**src/rtl/eb_pkg.sv**
```systemverilog
package eb_pkg;

  localparam int EB_MODE_PASS = 0;
  localparam int EB_MODE_DREG = 1;
  localparam int EB_MODE_FIFO = 2;

  function automatic int eb_capacity(input int mode, input int depth);
    if (mode == EB_MODE_PASS) return 0;
    if (mode == EB_MODE_DREG) return 2;
    return depth;
  endfunction

endpackage

```
**src/rtl/eb_pass.sv**
```systemverilog
module eb_pass #(
  parameter int WIDTH = 16
) (
  input  logic             in_vld,
  output logic             in_stop,
  input  logic [WIDTH-1:0] in_data,
  output logic             out_vld,
  input  logic             out_stop,
  output logic [WIDTH-1:0] out_data
);

  assign out_vld  = in_vld;
  assign out_data = in_data;
  assign in_stop  = out_stop;

endmodule

```
**src/rtl/eb_dreg.sv**
```systemverilog
module eb_dreg #(
  parameter int WIDTH = 16
) (
  input  logic             clk,
  input  logic             rst,
  input  logic             in_vld,
  output logic             in_stop,
  input  logic [WIDTH-1:0] in_data,
  output logic             out_vld,
  input  logic             out_stop,
  output logic [WIDTH-1:0] out_data
);

  logic             main_v;
  logic             spare_v;
  logic [WIDTH-1:0] main_d;
  logic [WIDTH-1:0] spare_d;

  logic take;
  logic accept;
  logic fill_main;
  logic fill_spare;
  logic promote;

  always_comb begin
    take       = main_v & ~out_stop;
    accept     = in_vld & ~spare_v;
    promote    = spare_v & take;
    fill_main  = accept & (~main_v | take);
    fill_spare = accept & main_v & ~take;
  end

  always_ff @(posedge clk) begin
    if (rst) begin
      main_v  <= 1'b0;
      spare_v <= 1'b0;
    end else begin
      if (promote) begin
        spare_v <= 1'b0;
      end else if (fill_spare) begin
        spare_v <= 1'b1;
      end
      if (fill_main) begin
        main_v <= 1'b1;
      end else if (take && !spare_v) begin
        main_v <= 1'b0;
      end
    end
  end

  always_ff @(posedge clk) begin
    if (promote) begin
      main_d <= spare_d;
    end else if (fill_main) begin
      main_d <= in_data;
    end
    if (fill_spare) begin
      spare_d <= in_data;
    end
  end

  assign out_vld  = main_v;
  assign out_data = main_d;
  assign in_stop  = spare_v;

endmodule

```
**src/rtl/eb_fifo.sv**
```systemverilog
module eb_fifo #(
  parameter int WIDTH = 16,
  parameter int DEPTH = 4
) (
  input  logic             clk,
  input  logic             rst,
  input  logic             in_vld,
  output logic             in_stop,
  input  logic [WIDTH-1:0] in_data,
  output logic             out_vld,
  input  logic             out_stop,
  output logic [WIDTH-1:0] out_data
);

  localparam int AW = (DEPTH > 1) ? $clog2(DEPTH) : 1;
  localparam int CW = $clog2(DEPTH + 1);
  localparam logic [AW-1:0] LAST = AW'(DEPTH - 1);
  localparam logic [CW-1:0] FULL = CW'(DEPTH);

  logic [WIDTH-1:0] mem [DEPTH];
  logic [AW-1:0]    wr_ptr;
  logic [AW-1:0]    rd_ptr;
  logic [CW-1:0]    count;
  logic             wr_en;
  logic             rd_en;
  logic             full;
  logic             empty;

  always_comb begin
    full  = (count == FULL);
    empty = (count == '0);
    wr_en = in_vld & ~full;
    rd_en = ~empty & ~out_stop;
  end

  always_ff @(posedge clk) begin
    if (wr_en) begin
      mem[wr_ptr] <= in_data;
    end
  end

  always_ff @(posedge clk) begin
    if (rst) begin
      wr_ptr <= '0;
      rd_ptr <= '0;
      count  <= '0;
    end else begin
      if (wr_en) begin
        wr_ptr <= (wr_ptr == LAST) ? '0 : wr_ptr + 1'b1;
      end
      if (rd_en) begin
        rd_ptr <= (rd_ptr == LAST) ? '0 : rd_ptr + 1'b1;
      end
      case ({wr_en, rd_en})
        2'b10:   count <= count + 1'b1;
        2'b01:   count <= count - 1'b1;
        default: count <= count;
      endcase
    end
  end

  assign out_vld  = ~empty;
  assign out_data = mem[rd_ptr];
  assign in_stop  = full;

endmodule

```
**src/rtl/elastic_buf.sv**
```systemverilog
module elastic_buf
  import eb_pkg::*;
#(
  parameter int WIDTH = 16,
  parameter int MODE  = EB_MODE_FIFO,
  parameter int DEPTH = 4
) (
  input  logic             clk,
  input  logic             rst,
  input  logic             in_vld,
  output logic             in_stop,
  input  logic [WIDTH-1:0] in_data,
  output logic             out_vld,
  input  logic             out_stop,
  output logic [WIDTH-1:0] out_data
);

  generate
    if (MODE == EB_MODE_PASS) begin : g_pass
      eb_pass #(.WIDTH(WIDTH)) u_core (
        .in_vld(in_vld), .in_stop(in_stop), .in_data(in_data),
        .out_vld(out_vld), .out_stop(out_stop), .out_data(out_data)
      );
    end else if (MODE == EB_MODE_DREG) begin : g_dreg
      eb_dreg #(.WIDTH(WIDTH)) u_core (
        .clk(clk), .rst(rst),
        .in_vld(in_vld), .in_stop(in_stop), .in_data(in_data),
        .out_vld(out_vld), .out_stop(out_stop), .out_data(out_data)
      );
    end else begin : g_fifo
      eb_fifo #(.WIDTH(WIDTH), .DEPTH(DEPTH)) u_core (
        .clk(clk), .rst(rst),
        .in_vld(in_vld), .in_stop(in_stop), .in_data(in_data),
        .out_vld(out_vld), .out_stop(out_stop), .out_data(out_data)
      );
    end
  endgenerate

endmodule

```
**config.mk**
```make
export PLATFORM = sky130hd
export DESIGN_NAME = elastic_buf
export DESIGN_NICKNAME = d
export VERILOG_FILES = /design/src/rtl/eb_pkg.sv /design/src/rtl/eb_pass.sv /design/src/rtl/eb_dreg.sv /design/src/rtl/eb_fifo.sv /design/src/rtl/elastic_buf.sv
export SDC_FILE = /design/constraint.sdc
export NUM_CORES = 1
export LEC_CHECK = 0
export BUFFER_PORTS_ARGS = -buffer_cell sky130_fd_sc_hd__buf_2
export CELL_PAD_IN_SITES_DETAIL_PLACEMENT = 1
export CELL_PAD_IN_SITES_GLOBAL_PLACEMENT = 2
export CORE_ASPECT_RATIO = 0.5
export CORE_MARGIN = 4
export CORE_UTILIZATION = 40
export CTS_BUF_LIST = sky130_fd_sc_hd__clkbuf_16
export DETAILED_ROUTE_END_ITERATION = 10
export GPL_TIMING_DRIVEN = 0
export PLACE_DENSITY_LB_ADDON = 0.1
export SYNTH_ARGS = -nofsm -noshare
export SYNTH_HDL_FRONTEND = slang
export SYNTH_SLANG_ARGS = --single-unit
```
**constraint.sdc**
```tcl
create_clock -name clk -period 6.9 [get_ports clk]
set_input_delay 1.035 -clock clk [delete_from_list [all_inputs] [get_ports clk]]
set_output_delay 1.035 -clock clk [all_outputs]
set_load 0.02 [all_outputs]
```
Yosys cells after proc, flatten, opt, wreduce, memory -nomap -nowiden:

Memories as Yosys holds them, arrays and structs flattened. A register that Yosys moved wholly into a read port is not among the register bits.
Cells that the tools add are included.

* div/mod/pow operators: 0
* magnitude comparators: 0
* add/sub/neg operators: 4
* multipliers: 0
* shifts and indexed selects: 0
* reductions and logical operators: 2
* muxes and demuxes: 7
* bitwise gates (word level): 5
* equal/unequal tests: 5

Operators by type and width (count)
* two-way mux 2 bit: 4
* == test 2 bit (second input constant): 3
* one-hot mux 3 bit (2 select lines): 1
* adder 2 x 1 -> 2 bit (second input constant): 2
* adder 3 x 1 -> 3 bit (second input constant): 1
* == test 3 bit (second input constant): 1
* zero test 3 bit: 1
* inverter 1 bit: 3
* subtractor 3 x 1 -> 3 bit (second input constant): 1
* bitwise AND 1 bit: 2
* == test 2 x 1 -> 1 bit (second input constant): 1
* two-way mux 1 bit: 2
* nonzero test 2 bit: 1

* latch bits: 0
* memories kept: 1
* bits in writable memories: 64
* output and inout port bits: 18
* register bits after elaboration: 7
* word-level logic and storage cells: 27
* input port bits: 20
* memory bits (read-only): 0

Memory list
* g_fifo.u_core.mem: words 4, bits a word 16, read ports 1, clocked after memory_dff 1, write ports 1, RTL line eb_fifo.sv:20 `logic [WIDTH-1:0] mem [DEPTH];`

Depth between registers and ports, before layout:

* depth in word-level cells: 5
* depth in mapped cells: 10
* mapped depth without buffers: 9

Worst setup path after synthesis:

OpenSTA, ideal clock, no wires.

* kind: in2reg
* start point: in in_vld
* end point: reg g_fifo.u_core.count[2]
* data required time: 6830 ps
* arrival time: 2344 ps
* path buffers: 0
* path slack: 4486 ps
* library setup time: 70 ps
* cell stages on the path: 8
* path through: and2_4 > inv_1 > ha_1 > inv_1 > fa_1 > xor2_1 > or3_1 > a21oi_1

* longest elaborated chain between the ends: 3
* elaborated cells between the ends (all ways): 5
* those cells by class: eq/ne: 2; mux: 1; bitwise: 1; reduce/logical: 1

RTL lines
* start: declaration: RTL line elastic_buf.sv:10 `input logic in_vld,`
* bitwise AND 1 bit *: RTL line eb_fifo.sv:32 `wr_en = in_vld & ~full;`
* == test 2 x 1 -> 1 bit / == test 2 bit (equally long branches): RTL line eb_fifo.sv:54 `case ({wr_en, rd_en})`
* one-hot mux 3 bit (2 select lines) / nonzero test 2 bit (equally long branches)
* end signal: assignment: RTL line eb_fifo.sv:55 `2'b10: count <= count + 1'b1;`
* end signal: assignment: RTL line eb_fifo.sv:56 `2'b01: count <= count - 1'b1;`
* end signal: assignment: RTL line eb_fifo.sv:57 `default: count <= count;`
* end: declaration: RTL line eb_fifo.sv:23 `logic [CW-1:0] count;`

Mark *: on every way between the ends. The rest lies on a longest branch, timed or not.
A chain may end at the register's enable or synchronous reset.

==> results.md <==
- Routed WL per cell: 17.3 um
- Setup crit start kind: flop
- Final HPWL DP: 3140 um
- Worst EP required: 5.86 ns
- Die ar.: 8500 um^2
- Hold_buf cts: 0
- Avg Inst Size Synth: 20.2 um^2
- RSZ-0062 raised after global routing: false
- Critical path fanouts, max: 10
- Fin Setup TNS: 0 ns
- Latest clock arrival within the worst-skew pair: 0.33 ns
- Crit. End Element: primary output
- Height of the die: 67.2 um
- First-pass GRT wire length: 8090 um
- Nets: 213
- Clk sinks: 73
- Via density: 4.82
- Unique cell type count in the Yosys netlist: 25
- Commonest non-fill, non-tap cell in the layout: edfxtp_1
- Critical-path top delay cell: buf_2
- Tot GR Track Use: 13.6%
- I/O pin cnt: 38
- Post-CTS setup buffers: 0
- Max-cap violations: 0
- Max rail drop VDD: 0.188 mV
- FMAX: 342 MHz
- Largest net degree at the start of global routing: 17
- Pwr Density: 391 nW/um^2
- Share of layout cells above drive strength 1: 39.8%
- Setup CP Type: flop to primary output
- Antenna diodes: 0
- Root Buffer: clkbuf_16
- Yosys top cell area share: 68.4%
- R2R setup slack: 4.54 ns
- Clk slew on worst S/H paths: 0.05 ns
- Core area: 6750 um^2
- Worst path cell trace: buf_1, buf_2, mux4_2, buf_2
- Number of global-route vias before repair: 1560
- IO buf count: 36
- Worst rel slew slack: 41.0%
- Deepest clock path buffer count: 2
- Area grow syn2layout: 21.9%
- Worst-Margin Slew: 0.884 ns
- LEAKAGE: 1.22 nW
- Initial core utilization: 41.6%
- Min Clock Period, post-route: 2.92 ns
- Yosys reg bits: 73
- Outcome: completed
- Syn. warnings: 0
- Hold Slack: 0.503 ns
- Post-CTS Resized: 0
- Initial antenna violation count: 0
- Final hold vios: 0
- Syn Inst Count: 139
- DR vias: 1363
- TritonCTS clock tree: built
- TritonCTS Buffers: 9
- Count of final setup violators: 0
- Dominant cell type by area after synthesis: edfxtp_1
- Seq/Total Area, Yosys: 74.9%
- Most used cell, CP: buf_2
- Routed Antenna Nets: 0
- Tcrit/Tclk final: 42.3%
- Cell Area, Synth: 2810 um^2
- Max-slew violation count: 0
- Final GP Congestion: 0.702
- Mapped Nets: 166
- Hold WC Path Type: flop to flop
- Most frequent cells in the layout: 64 x edfxtp_1, 38 x buf_2, 16 x mux4_2
- First DRT Iteration DRCs: 60
- # DRC: 0
- Critical Path AT: 1.89 ns
- Congestion Overflow GR: 0
- H-tree levels: 3
- Die X: 126 um
- Row Count: 21
- Post-Route WL: 4900 um
- CP max stage delay: 0.36 ns
- Synth top area cells: edfxtp_1 68%, mux4_2 13%, dfxtp_1 6.4%
- Fin Clk Skew: 0.00608 ns
- DR pass1 iterations: 2
-- layer usage --
layer	track usage [%]	wire length, um
met4	5.61	74
met2	22.4	2430
met5	0	0
met3	7.27	296
met1	15.1	2100
-- stage by stage --
stage	instances	total power, mW	setup slack (ns)	cell area, um^2	utilization (%)
after detailed placement	267	0.866	4.22	3100	46.0
after CTS	283	1.36	3.92	3420	50.7
after global placement	267	0.859	4.25	3100	46.0
after floorplan	139	0.773	4.49	2810	-
final	283	1.34	3.98	3420	50.7
after global routing	283	1.41	3.85	3420	50.7
-- cells by family (layout without fill, tap and decap cells) --
group,after synthesis,count (layout),synth area share (%)
flops,73,73,74.9
fa+ha+maj,7,7,3.39
mux,16,16,12.8
simple gates,17,17,3.65
buf+inv,14,66,2.50
compound gates,10,10,2.14
xor+xnor,2,2,0.624
-- path summary, 6_finish.rpt --
check / startpoint / to / cells past startpoint
max: flop / out_data[9] / 4
min reg2reg: g_fifo.u_core.count[2]$_SDFFE_PP0P_ / g_fifo.u_core.count[2]$_SDFFE_PP0P_ / 2
min: g_fifo.u_core.count[2]$_SDFFE_PP0P_ / g_fifo.u_core.count[2]$_SDFFE_PP0P_ / 2
max reg2reg: g_fifo.u_core.count[0]$_SDFFE_PP0P_ / g_fifo.u_core.count[2]$_SDFFE_PP0P_ / 10
-- area by class of cell --
type,instances,area (um^2)
fillers,630,3330
plain buffers,6,40.0
multi-input cells,52,636
flip-flops and latches,73,2100
clock inverters,7,93.8
clock buffers,9,225
inverters,8,30.0
well taps,92,115
repair buffers,36,180
-- where the power goes --
group / switching, mW / internal (mW)
logic: 0.174 / 0.127
registers: 0.0156 / 0.533
clock network: 0.174 / 0.316
total: 0.364 / 0.976
-- cell usage after synthesis --
master,count
buf_6,2
a21oi_1,5
o21ai_0,3
xor2_1,2
or3b_1,1
buf_2,2
edfxtp_1,64
ha_1,6
nand3b_1,1
and3_2,3
a21o_1,1
buf_1,1
and2_4,1
nand3_1,2
inv_1,8
fa_1,1
dfxtp_1,9
or4_1,1
mux4_2,16
nor3_1,2
or3_1,1
o31ai_2,1
clkbuf_1,1
and3_1,1
nor2_1,4
-- sequential cells by signal, summed over array words and instances, names as in the netlist, named ones only --
register	count
g_fifo.u_core.count	3
g_fifo.u_core.mem	64
g_fifo.u_core.rd_ptr	2
g_fifo.u_core.wr_ptr	2
-- critical path, delay by kind of cell (launching register included) --
family	cells	cell delay [ns]
flip-flops	1	0.31
multiplexers	1	0.36
buffers and inverters	3	0.88
Power figures use the tool's default switching activity.
